$ cat src/rtl/iw_pkg.sv
package iw_pkg;

    localparam int DATA_W    = 8;
    localparam int ADDR_W    = 2;
    localparam int MULT_W    = 5;
    localparam int RES_W     = 2;
    localparam int SHIFT_MAX = 2 * ((1 << RES_W) - 1);
    localparam int CNT_W     = MULT_W + SHIFT_MAX;
    localparam int FLAG_BIT  = 7;
    localparam int CENT_BIT  = 6;

    typedef enum logic [ADDR_W-1:0] {
        REG_CTRL  = 2'd0,
        REG_FLAGS = 2'd1,
        REG_CENT  = 2'd2,
        REG_SPARE = 2'd3
    } reg_sel_e;

    typedef struct packed {
        logic              hard;
        logic [MULT_W-1:0] mult;
        logic [RES_W-1:0]  res;
    } wd_ctrl_t;

    // Timeout length in ticks: multiplier scaled by four to the resolution code.
    function automatic logic [CNT_W-1:0] span_of(wd_ctrl_t c);
        return CNT_W'(c.mult) << (2 * c.res);
    endfunction

endpackage

$ cat src/rtl/iw_count.sv
module iw_count
    import iw_pkg::*;
(
    input  logic     clk,
    input  logic     rst,
    input  logic     tick,
    input  logic     restart,
    input  wd_ctrl_t load,
    output logic     expire
);

    logic             armed_q;
    logic [CNT_W-1:0] left_q;
    logic             last_tick;

    // A zero-length span is treated like a span of one.
    assign last_tick = (left_q <= CNT_W'(1));
    assign expire    = armed_q && tick && !restart && last_tick;

    always_ff @(posedge clk) begin
        if (rst) begin
            armed_q <= 1'b0;
            left_q  <= '0;
        end else if (restart) begin
            armed_q <= (load != '0);
            left_q  <= span_of(load);
        end else if (armed_q && tick) begin
            if (last_tick) begin
                armed_q <= 1'b0;
            end else begin
                left_q <= left_q - CNT_W'(1);
            end
        end
    end

endmodule

$ cat src/rtl/iw_regs.sv
module iw_regs
    import iw_pkg::*;
(
    input  logic              clk,
    input  logic              rst,
    input  logic              wr_en,
    input  logic              rd_en,
    input  logic [ADDR_W-1:0] addr,
    input  logic [DATA_W-1:0] wdata,
    input  logic              expire,
    output logic              restart,
    output wd_ctrl_t          load,
    output logic [DATA_W-1:0] rdata,
    output logic              flag,
    output logic              century,
    output logic              fire_rst,
    output logic              fire_irq
);

    wd_ctrl_t ctrl_q;
    logic     ctrl_wr;
    logic     ctrl_rd;
    logic     cent_wr;

    assign ctrl_wr = wr_en && (addr == REG_CTRL);
    assign ctrl_rd = rd_en && !wr_en && (addr == REG_CTRL);
    assign cent_wr = wr_en && (addr == REG_CENT);
    assign restart = ctrl_wr || ctrl_rd;
    assign load    = ctrl_wr ? wd_ctrl_t'(wdata) : ctrl_q;

    always_ff @(posedge clk) begin
        if (rst) begin
            ctrl_q   <= '0;
            flag     <= 1'b0;
            century  <= 1'b0;
            fire_rst <= 1'b0;
            fire_irq <= 1'b0;
        end else begin
            if (ctrl_wr) begin
                ctrl_q <= wd_ctrl_t'(wdata);
                flag   <= 1'b0;
            end
            if (cent_wr) begin
                century <= wdata[CENT_BIT];
            end
            if (expire) begin
                flag <= 1'b1;
                if (ctrl_q.hard) begin
                    ctrl_q  <= '0;
                    century <= 1'b0;
                end
            end
            fire_rst <= expire && ctrl_q.hard;
            fire_irq <= expire && !ctrl_q.hard;
        end
    end

    always_comb begin
        rdata = '0;
        unique case (reg_sel_e'(addr))
            REG_CTRL:  rdata = ctrl_q;
            REG_FLAGS: rdata[FLAG_BIT] = flag;
            REG_CENT:  rdata[CENT_BIT] = century;
            REG_SPARE: rdata = '0;
        endcase
    end

endmodule

$ cat src/rtl/interval_watchdog.sv
module interval_watchdog
    import iw_pkg::*;
(
    input  logic              clk,
    input  logic              rst,
    input  logic              tick,
    input  logic              wr_en,
    input  logic              rd_en,
    input  logic [ADDR_W-1:0] addr,
    input  logic [DATA_W-1:0] wdata,
    output logic [DATA_W-1:0] rdata,
    output logic              rst_req,
    output logic              irq,
    output logic              flag_o,
    output logic              century_o
);

    logic     restart;
    logic     expire;
    wd_ctrl_t load;

    iw_regs u_regs (
        .clk      (clk),
        .rst      (rst),
        .wr_en    (wr_en),
        .rd_en    (rd_en),
        .addr     (addr),
        .wdata    (wdata),
        .expire   (expire),
        .restart  (restart),
        .load     (load),
        .rdata    (rdata),
        .flag     (flag_o),
        .century  (century_o),
        .fire_rst (rst_req),
        .fire_irq (irq)
    );

    iw_count u_count (
        .clk     (clk),
        .rst     (rst),
        .tick    (tick),
        .restart (restart),
        .load    (load),
        .expire  (expire)
    );

endmodule

$ cat config.mk
export PLATFORM = sky130hd
export DESIGN_NAME = interval_watchdog
export DESIGN_NICKNAME = d
export VERILOG_FILES = /design/src/rtl/iw_pkg.sv /design/src/rtl/iw_count.sv /design/src/rtl/iw_regs.sv /design/src/rtl/interval_watchdog.sv
export SDC_FILE = /design/constraint.sdc
export NUM_CORES = 1
export LEC_CHECK = 0
export ABC_CLOCK_PERIOD_IN_PS = 2850
export BUFFER_PORTS_ARGS = -buffer_cell sky130_fd_sc_hd__buf_2
export CELL_PAD_IN_SITES_DETAIL_PLACEMENT = 1
export CELL_PAD_IN_SITES_GLOBAL_PLACEMENT = 2
export CORE_MARGIN = 2
export CORE_UTILIZATION = 35
export CTS_CLUSTER_DIAMETER = 120
export DETAILED_ROUTE_END_ITERATION = 8
export GPL_TIMING_DRIVEN = 0
export PLACE_DENSITY_LB_ADDON = 0.1
export SLEW_MARGIN = 5
export SYNTH_ARGS = -nofsm -noshare
export SYNTH_HDL_FRONTEND = slang
export SYNTH_SLANG_ARGS = --single-unit
$ cat constraint.sdc
create_clock -name clk -period 2.85 [get_ports clk]
set_input_delay 0.285 -clock clk [delete_from_list [all_inputs] [get_ports clk]]
set_output_delay 0.285 -clock clk [all_outputs]
set_load 0.02 [all_outputs]
# Yosys cells after proc, flatten, opt, wreduce, memory -nomap -nowiden
# Cells that the tools add are included.
# totals
regBits	24
output_inout_bits	12
# classes
add_sub_neg	1
magnitude_cmp	1
n_eq_ne	3
n_shift	1
n_mux	17
reduce_logical	20
# op_table
cell	count
2-to-1 mux 11 bit	3
2-to-1 mux 8 bit	3
less-or-equal comparator 11 x 1 -> 1 bit, second input constant	1
<< shifter 5 x 3 -> 11 bit	1
subtractor 11 x 1 -> 11 bit, second input constant	1
logical AND 1 bit	9
2-to-1 mux 1 bit	8
nonzero test 8 bit	1
2-to-1 mux 6 bit	1
nonzero test 2 bit	3
one-hot mux 1 bit (2 select lines)	2
AND reduction 2 bit	2
zero test 1 bit	3
equality test 2 x 1 -> 1 bit, second input constant	1
equality test 2 bit, second input constant	1
zero test 2 bit	1
inequality test 2 x 1 -> 1 bit, second input constant	1
logical OR 1 bit	1

# Depth between registers and ports, before layout
# logic_depth
depth_word	8
mapped_depth	8
ltp_nobuf	7

# By module
# A second synthesis with hierarchy kept.
# unflattened
hier_cells	164
hier_area_um2	1410.1
# modules_own_cells
module	instances	cells_per_inst	area_each_um2	seq_area_each_um2
iw_count	1	114	868.3	240.2
iw_regs	1	50	541.8	240.2

# Least setup slack after synthesis
# OpenSTA, ideal clock, no wires.
# synth_timing
kind	reg2reg
start	register u_count.left_q[0]
end	register u_count.left_q[4]
setup_time_ps	130
arrival_time_ps	1706
required_ps	2720
slack_ps	1014
stages_incl_launch_ff	8
path_buffers	0
synth_period_minus_slack_ps	1836
path_cell_list	dfxtp_1 -> inv_1 -> ha_1 -> or3b_2 -> xor2_1 -> o22ai_1 -> a2111oi_1 -> nor3_1
# synth_between
elab_chain_cells	4
elab_cells_between_ends	7
classes_between	add/sub (1); order compare (1); eq/ne (1); mux (3); reduce/logical (1)
# synth_lines
element	line	text
start, declared	iw_count.sv:13	logic [CNT_W-1:0] left_q;
start signal, assigned	iw_count.sv:26	left_q <= span_of(load);
start signal, assigned	iw_count.sv:31	left_q <= left_q - CNT_W'(1);
subtractor 11 x 1 -> 11 bit	iw_count.sv:31	
2-to-1 mux 11 bit	iw_count.sv:28	if (last_tick) begin
2-to-1 mux 11 bit	iw_count.sv:27	end else if (armed_q && tick) begin
2-to-1 mux 11 bit	iw_count.sv:24	end else if (restart) begin
# Parallel ways exist; a longest one is shown, timed or not. The select of a mux whose other input is x is not followed.
# A chain may end at the register's enable or synchronous reset.

# Worst setup path in the final report
# Same ends and word-level chain as after synthesis.

==> out/results.ini <==
[synth]
synth_top_area_cell=dfxtp_1
ys_ff_latch=24
postSynthCellCount=199
syn-cell-area_sq_um=1640
synth_area_leaders=dfxtp_1 29%, mux2i_1 5.5%, nand2_1 5.5%
synth.top_cell.area_share=0.293
ys.flop_type=dfxtp_1
syn_avg_cell_area_sq_um=8.25
synth_edf_count=0
synth_fp_nets=216
ys_types=55
synth_commonest_cells=24 x dfxtp_1, 24 x nand2_1, 23 x nor2_1
synth.yosys.warnings=0
synth-async-reset-ratio=0
ys_seq_area_frac=0.293

[global_route]
grt_first_pass_wirelength_um=8380
grt_pass1_vias=1637
use_met3=0.0208
met1_usage=0.301
grt_start_max_net_pins=14
antenna_found_initial=0
grt_use_total=0.204
busiest_layer=met2
use_met2=0.323
grt-ovfl-total=0

[route]
ant_nets=0
wl_per_cell_um=18.2
wl_um=5040
viasPerCell=5.76
detail_route.iter0.violations=47
first_pass_iters=4
drc_errors=0
vias=1595

[floorplanning]
fp.coreArea_sq_um=4440
die_area_sq_um=5250
start_util=0.369
die_w_um=72.5
num_rows=24
fp.dieH_um=72.5
io_pins=27

[pwr]
power_density_nw_per_um2=469
seqPwrFrac=0.430
combinationalPowerShare=0.289
vdd_ir_drop_max_mv=0.194
power.switching_mw=0.294
clkPwrFrac=0.282
total_leakage_power_nw=0.724
p_int_mw=0.583
p_sw_frac=0.335

[final_layout]
area_delta_synth_final_pct=14.0
insertedDiodeCount=0
layout.cells.non_filler=277
post-route-util=0.421
nets=243
drive_gt1_frac=0.249

[worst_hold_path]
worstHoldStart=rst
min_path_cells=2
hp-class=primary input to flip-flop

[critical_path]
reg2reg_slack_ns=0.77
critPathMaxFanout=5
cpMaxStageDelayCell=or3b_2
crit_start=u_count.left_q[0]
worstRegToRegCells=7
max_stage_delay_ns=0.54
critPathLaunchType=flip-flop
end_kind=flip-flop
r2r-start=u_count.left_q[0]
critPathArrivalTime_ns=2.25
path_cells=inv_1, ha_1, or3b_2, xor2_1, o22ai_1, a2111oi_1, nor3_1
path_class=flip-flop to flip-flop
worstPathRequired_ns=3.01

[cts]
root_buffer=clkbuf_8
cts_htree_levels=1
path_clk_slew_ns=0.09
clk-insertion-delay-late_ns=0.28
cts.hold.buffers_added=0
cts.sink_count=24
clockBufferDepth=2
cts_resized=0
cts_tree=yes
postCtsSetupBuffers=0
cts_buffers=3

[status]
status=finished clean

[placed_design]
pre_cts_slack_ns=0.771
port-buffer-count=22
gp_congestion=0.864
dp.cells=273
hpwl_um=3900

[sta]
setup_viol=0
rsz0062_at_grt=false
slew_violations=0
setup_tns_ns=0
timing.final.crit_share=0.731
hold_viol=0
holdWs_ns=0.224
fin_crit_ns=2.08
max_clock_freq_mhz=480
worst_pin_slew_ns=0.834
final.setup_skew_ns=0.00316
setup_ws_ns=0.766
slew_headroom=0.439

[run]
cap_violations=0

critical path, delay by kind of cell, from the launching register on:
family          cells  cell delay (ns)
simple gates        2             0.63
flops               1             0.35
xor+xnor            1             0.19
compound gates      2             0.46
fa+ha+maj           1             0.22
buf+inv             1             0.12
layer usage:
layer  routed length, um  share of wire
met5                   0              0
met4                  42         0.0083
met3                 132          0.026
met2                2230           0.44
met1                2640           0.52
flip-flops by register name, indices dropped and copies added (netlist names):
name	cells
u_regs.century	1
u_count.armed_q	1
u_regs.fire_rst	1
u_count.left_q	11
u_regs.ctrl_q	8
u_regs.flag	1
u_regs.fire_irq	1
stage by stage:
| stage | power [mW] | area [sq um] |
|---|---|---|
| floorplan | 0.565 | 1640 |
| CTS | 0.885 | 1870 |
| global route | 0.927 | 1870 |
| finish | 0.878 | 1870 |
| detailed placement | 0.636 | 1820 |
| global placement | 0.630 | 1820 |
kinds of logic (layout without fill, tap and decap cells):
family / Yosys count / count (layout) / share of synthesized area
AO/OA/AOI/OAI: 47 / 47 / 0.209
buffers and inverters: 15 / 41 / 0.0633
XOR/XNOR: 2 / 2 / 0.0107
adder cells (fa/ha/maj): 2 / 2 / 0.0152
AND/OR/NAND/NOR: 96 / 96 / 0.320
multiplexers: 13 / 13 / 0.0892
flip-flops: 24 / 24 / 0.293
area by class of cell:
cell class | count | area (sq um)
Tap cell | 52 | 65.1
Fill cell | 574 | 2570
Inverter | 3 | 11.3
Sequential cell | 24 | 480
Clock buffer | 4 | 55.1
Buffer | 12 | 92.6
Multi-Input combinational cell | 160 | 1060
Timing Repair Buffer | 22 | 110
power groups by stage:
stage / Combinational, mW / Clock [mW] / Sequential, mW
floorplan: 0.185 / 0 / 0.380
detailed placement: 0.251 / 0 / 0.385
global placement: 0.246 / 0 / 0.383
CTS: 0.253 / 0.255 / 0.377
finish: 0.253 / 0.247 / 0.377
global route: 0.280 / 0.267 / 0.381
final timing paths:
check                                          to
worst min register to register  u_count.left_q[7]
worst min-delay path              u_regs.fire_rst
worst max-delay path            u_count.left_q[4]
worst max register to register  u_count.left_q[4]
placed cells by master, fill, tap and decap left out, types with 9 or more instances in the layout:
cell type / n
buf_2: 25
nand2_1: 24
dfxtp_1: 24
nor2_1: 23
a21oi_1: 12
mux2i_1: 9
Power figures use the tool's default switching activity.
